==> src/rtl/sdis_pkg.sv <==
package sdis_pkg;
    localparam int REG_W      = 32;
    localparam int ADDR_W     = 2;
    localparam int ERR_LO     = 16;
    localparam int SUM_BIT    = 15;
    localparam int CARD_BIT   = 8;
    localparam logic [REG_W-1:0] LATCH_MASK = 32'h037F_007B;
    localparam logic [REG_W-1:0] ERR_LATCH  = LATCH_MASK & ~((32'h1 << ERR_LO) - 32'h1);

    typedef enum logic [ADDR_W-1:0] {
        ADR_STATUS = 2'd0,
        ADR_STAT_EN = 2'd1,
        ADR_SIG_EN = 2'd2,
        ADR_FORCE = 2'd3
    } sdis_addr_e;
endpackage

==> src/rtl/sdis_status.sv <==
module sdis_status
    import sdis_pkg::*;
(
    input  logic             clk,
    input  logic             rst_n,
    input  logic [REG_W-1:0] set_i,
    input  logic [REG_W-1:0] clr_i,
    output logic [REG_W-1:0] stored_o
);
    for (genvar k = 0; k < REG_W; k++) begin : g_bit
        if (LATCH_MASK[k]) begin : g_ff
            logic bit_q;
            always_ff @(posedge clk or negedge rst_n) begin
                if (!rst_n)         bit_q <= 1'b0;
                else if (set_i[k])  bit_q <= 1'b1;
                else if (clr_i[k])  bit_q <= 1'b0;
            end
            assign stored_o[k] = bit_q;
        end else begin : g_zero
            assign stored_o[k] = 1'b0;
        end
    end

    // a bit set in one cycle is still set in the next
    a_r5_set_wins: assert property (@(posedge clk) disable iff (!rst_n)
        1'b1 |=> ((stored_o & $past(set_i)) == $past(set_i)));
    // a cleared bit without a set is low afterwards
    a_r4_clear: assert property (@(posedge clk) disable iff (!rst_n)
        1'b1 |=> ((stored_o & $past(clr_i & ~set_i)) == '0));
endmodule

==> src/rtl/sdis_irq.sv <==
module sdis_irq
    import sdis_pkg::*;
(
    input  logic [REG_W-1:0] view_i,
    input  logic [REG_W-1:0] sig_en_i,
    output logic             irq_o
);
    always_comb irq_o = |(view_i & sig_en_i);
endmodule

==> src/rtl/sdis_top.sv <==
module sdis_top
    import sdis_pkg::*;
(
    input  logic              clk,
    input  logic              rst_n,
    input  logic              reg_wr,
    input  logic [ADDR_W-1:0] reg_addr,
    input  logic [REG_W-1:0]  reg_wdata,
    output logic [REG_W-1:0]  reg_rdata,
    input  logic [REG_W-1:0]  evt_i,
    input  logic              card_lvl_i,
    output logic              irq_o
);
    logic [REG_W-1:0] stat_en_q, sig_en_q;
    logic [REG_W-1:0] clr_vec, frc_vec, set_vec, stored, view;
    sdis_addr_e       addr;

    assign addr = sdis_addr_e'(reg_addr);

    always_ff @(posedge clk or negedge rst_n) begin
        if (!rst_n) begin
            stat_en_q <= '0;
            sig_en_q  <= '0;
        end else if (reg_wr) begin
            if (addr == ADR_STAT_EN) stat_en_q <= reg_wdata;
            if (addr == ADR_SIG_EN)  sig_en_q  <= reg_wdata;
        end
    end

    always_comb begin
        clr_vec = (reg_wr && addr == ADR_STATUS) ? reg_wdata : '0;
        frc_vec = (reg_wr && addr == ADR_FORCE) ? (reg_wdata & ERR_LATCH) : '0;
        set_vec = (evt_i | frc_vec) & stat_en_q & LATCH_MASK;
    end

    sdis_status u_status (
        .clk      (clk),
        .rst_n    (rst_n),
        .set_i    (set_vec),
        .clr_i    (clr_vec),
        .stored_o (stored)
    );

    always_comb begin
        view           = stored;
        view[CARD_BIT] = card_lvl_i & stat_en_q[CARD_BIT];
        view[SUM_BIT]  = |stored[REG_W-1:ERR_LO];
    end

    sdis_irq u_irq (
        .view_i   (view),
        .sig_en_i (sig_en_q),
        .irq_o    (irq_o)
    );

    always_comb begin
        unique case (addr)
            ADR_STATUS:  reg_rdata = view;
            ADR_STAT_EN: reg_rdata = stat_en_q;
            ADR_SIG_EN:  reg_rdata = sig_en_q;
            default:     reg_rdata = '0;
        endcase
    end

    // summary bit follows the error half-word on the read port
    a_r6_summary: assert property (@(posedge clk) disable iff (!rst_n)
        (reg_addr == 2'd0) |-> (reg_rdata[SUM_BIT] == |reg_rdata[REG_W-1:ERR_LO]));
    // reserved status positions stay low
    a_r10_reserved: assert property (@(posedge clk) disable iff (!rst_n)
        (reg_addr == 2'd0) |-> ((reg_rdata & ~(LATCH_MASK | (32'h1 << SUM_BIT) | (32'h1 << CARD_BIT))) == '0));
    // no bit rises whose status enable was low
    a_r3_masked: assert property (@(posedge clk) disable iff (!rst_n)
        1'b1 |=> ((stored & ~$past(stored) & ~$past(stat_en_q)) == '0));
    // interrupt line matches enabled status
    a_r9_irq: assert property (@(posedge clk) disable iff (!rst_n)
        irq_o == |(view & sig_en_q));
endmodule

==> config.mk <==
export PLATFORM = sky130hd
export DESIGN_NAME = sdis_top
export DESIGN_NICKNAME = d
export VERILOG_FILES = /design/src/rtl/sdis_pkg.sv /design/src/rtl/sdis_status.sv /design/src/rtl/sdis_irq.sv /design/src/rtl/sdis_top.sv
export SDC_FILE = /design/constraint.sdc
export NUM_CORES = 1
export LEC_CHECK = 0
export ABC_AREA = 1
export BUFFER_PORTS_ARGS = -buffer_cell sky130_fd_sc_hd__buf_4
export CORE_MARGIN = 3
export CORE_UTILIZATION = 50
export DETAILED_ROUTE_END_ITERATION = 8
export PLACE_DENSITY = 0.74
export SETUP_SLACK_MARGIN = 0.02
export SLEW_MARGIN = 10
export SYNTH_ARGS = -nofsm -noshare
export SYNTH_HDL_FRONTEND = slang
export SYNTH_HIERARCHICAL = 1
export SYNTH_SLANG_ARGS = --single-unit
==> constraint.sdc <==
create_clock -name clk -period 1.6 [get_ports clk]
set_input_delay 0.32 -clock clk [delete_from_list [all_inputs] [get_ports clk]]
set_output_delay 0.32 -clock clk [all_outputs]
set_load 0.01 [all_outputs]
==> results.json <==
{
  "rsz0062_at_grt": "yes",
  "worstPathArrival_ns": 1.76,
  "fin_crit_ns": 2.08,
  "first_global_vias": 3891,
  "finalCritPeriodShare_pct": 130,
  "synth_area_um2": 4330,
  "hold_class": "in -> async",
  "cts.sinks": 79,
  "nets": 771,
  "seq_power_share_pct": 45.0,
  "top_layer": "met4",
  "via_count": 4007,
  "syn-instance-count": 618,
  "maxCapViolCount": 0,
  "die_w_um": 99.1,
  "area_delta_synth_final_pct": 23.6,
  "avgViaCountPerCell": 4.95,
  "pwr_density_cell_nw_per_um2": 1060,
  "crit_fanout": 2,
  "cts_root_buf": "clkbuf_8",
  "cp.required_ns": 1.28,
  "power_frac_comb_pct": 24.7,
  "start_util_pct": 52.2,
  "ant_nets": 0,
  "finalHoldViolations": 15,
  "violations": "hold timing, setup timing",
  "power_switching_mw": 1.71,
  "power_mw": 5.69,
  "h-tree-depth": 3,
  "setup_viol": 3,
  "clkSlewWorstSetupHoldPaths_ns": 0.08,
  "grt_first_pass_wirelength_um": 18000,
  "grt_antenna_before_repair": 0,
  "wl_met1_um": 4920,
  "overflow": 0,
  "drive_gt1_share_pct": 19.6,
  "intPower_mw": 3.98,
  "n_antenna_cell": 0,
  "die_h_um": 99.1,
  "yosys_warnings": 6,
  "dieArea_um2": 9820,
  "fmax_mhz": 481,
  "route.met3.wl_um": 479,
  "clock_skew_ns": 0.00430,
  "status": "finished with violations",
  "tritoncts": "built",
  "numPortBuffers": 85,
  "drc": 0,
  "clockBufferDepth": 2,
  "swShare_pct": 30.0,
  "grt.total_usage_pct": 22.8,
  "wl_um": 10900,
  "post-place-ws_ns": -0.0257,
  "end_kind": "primary output",
  "avgSynthCellArea_um2": 7.01,
  "leakagePower_nw": 2.92,
  "drt_iter0_drc": 193,
  "path_class": "reg -> out",
  "routedWlPerCell_um": 13.5,
  "clkLatencyLatePin_ns": 0.34,
  "power.share.clock_pct": 30.3,
  "cts_made_buffers": 9,
  "grt_max_degree": 80,
  "core_um2": 8300,
  "row_count": 33,
  "dr_wl_met2_um": 5320,
  "ir_drop_uv": 521,
  "dr.pass1.iters": 4,
  "fin_tns_setup_ns": -0.748,
  "pin_count": 103,
  "cts_hold_buffers": 0,
  "whs_ns": -0.0252,
  "critPathLaunchType": "register",
  "hpwl_um": 7660,
  "gp_congestion": 0.795,
  "finalWorstSetupSlack_ns": -0.480,
  "report.final.slew_viol_count": 0
}
==> state kept, by name, indices dropped and copies added, names as in the netlist <==
register and cells:
stat_en_q 32, sig_en_q 32, u_status/g_bit.g_ff.bit_q 15
==> cell type report <==
type	instances	area, um^2
Timing Repair Buffer	112	943
Multi-Input combinational cell	418	1770
Clock inverter	3	65.1
Fill cell	733	2940
Clock buffer	12	165
Inverter	81	307
Sequential cell	79	1980
Tap cell	105	131
==> per-stage QoR <==
stage,hold slack (ns),utilization [%],area (um^2),cells
floorplan,0.0244,-,4390,632
global placement,0.379,61.1,5070,792
detailed placement,0.385,61.1,5070,792
CTS,0.00634,64.1,5320,808
global route,0.00616,64.5,5360,810
finish,-0.0252,64.5,5360,810
==> critical path: stages, from the launching register on <==
cell	delay [ns]
dfrtp_1	0.39
nor2_1	0.11
nand2_1	0.10
nor2_1	0.13
nand2_1	0.09
nand2_1	0.07
nand2_1	0.05
nor2_1	0.10
nand2_1	0.06
nor2_1	0.09
nand2_1	0.09
buf_6	0.13
==> layout by cell type, fill, tap and decap left out <==
cell type  count
nand2_4        2
and3_1         1
nand3_1       22
conb_1        15
nand2_1      245
inv_2          1
inv_4          1
nor2_1        44
buf_4        101
bufinv_16      2
nor2_4         2
buf_6          4
clkbuf_8      12
nand2_2        5
inv_1         79
buf_12         7
o21ai_0        9
clkinv_2       1
dfrtp_1       79
o211ai_1       9
o21ai_1       55
a21oi_1        9
==> what timing repair did <==
action                     CTS  global route
setup buffers                1             3
pin swaps                    1             9
setup endpoints to repair    2             4
resized for setup            4             5
==> power groups by stage <==
stage	registers (mW)	clock network (mW)	logic, mW
2_1_floorplan	2.53	0	0.906
3_3_place_gp	2.57	0	1.32
3_5_place_dp	2.59	0	1.36
4_1_cts	2.56	1.75	1.37
5_1_grt	2.60	1.82	1.59
6_report	2.56	1.72	1.41
==> metal layers <==
layer | global-route usage [%] | up-vias
li1 | - | 2003
met1 | 30.6 | 1879
met2 | 38.1 | 111
met3 | 3.09 | 14
met4 | 8.19 | 0
met5 | 0 | -
==> path summary, 6_finish.rpt <==
| check | end | slack, ns | cells past startpoint | start |
|---|---|---|---|---|
| worst max-delay path | irq_o | -0.48 | 11 | u_status/g_bit[18].g_ff.bit_q |
| min in group clk | sig_en_q[11] | 0.24 | 3 | reg_wdata[11] |
| worst min-delay path | stat_en_q[24] | -0.03 | 2 | rst_n |
| worst min register to register | stat_en_q[22] | 0.50 | 2 | stat_en_q[22] |
| max in group asynchronous | u_status/g_bit[17].g_ff.bit_q | 1.26 | 2 | rst_n |
| worst max register to register | u_status/g_bit[16].g_ff.bit_q | 0.76 | 4 | u_status/g_bit[16].g_ff.bit_q |
No activity file was read; power rests on OpenSTA's default activity.
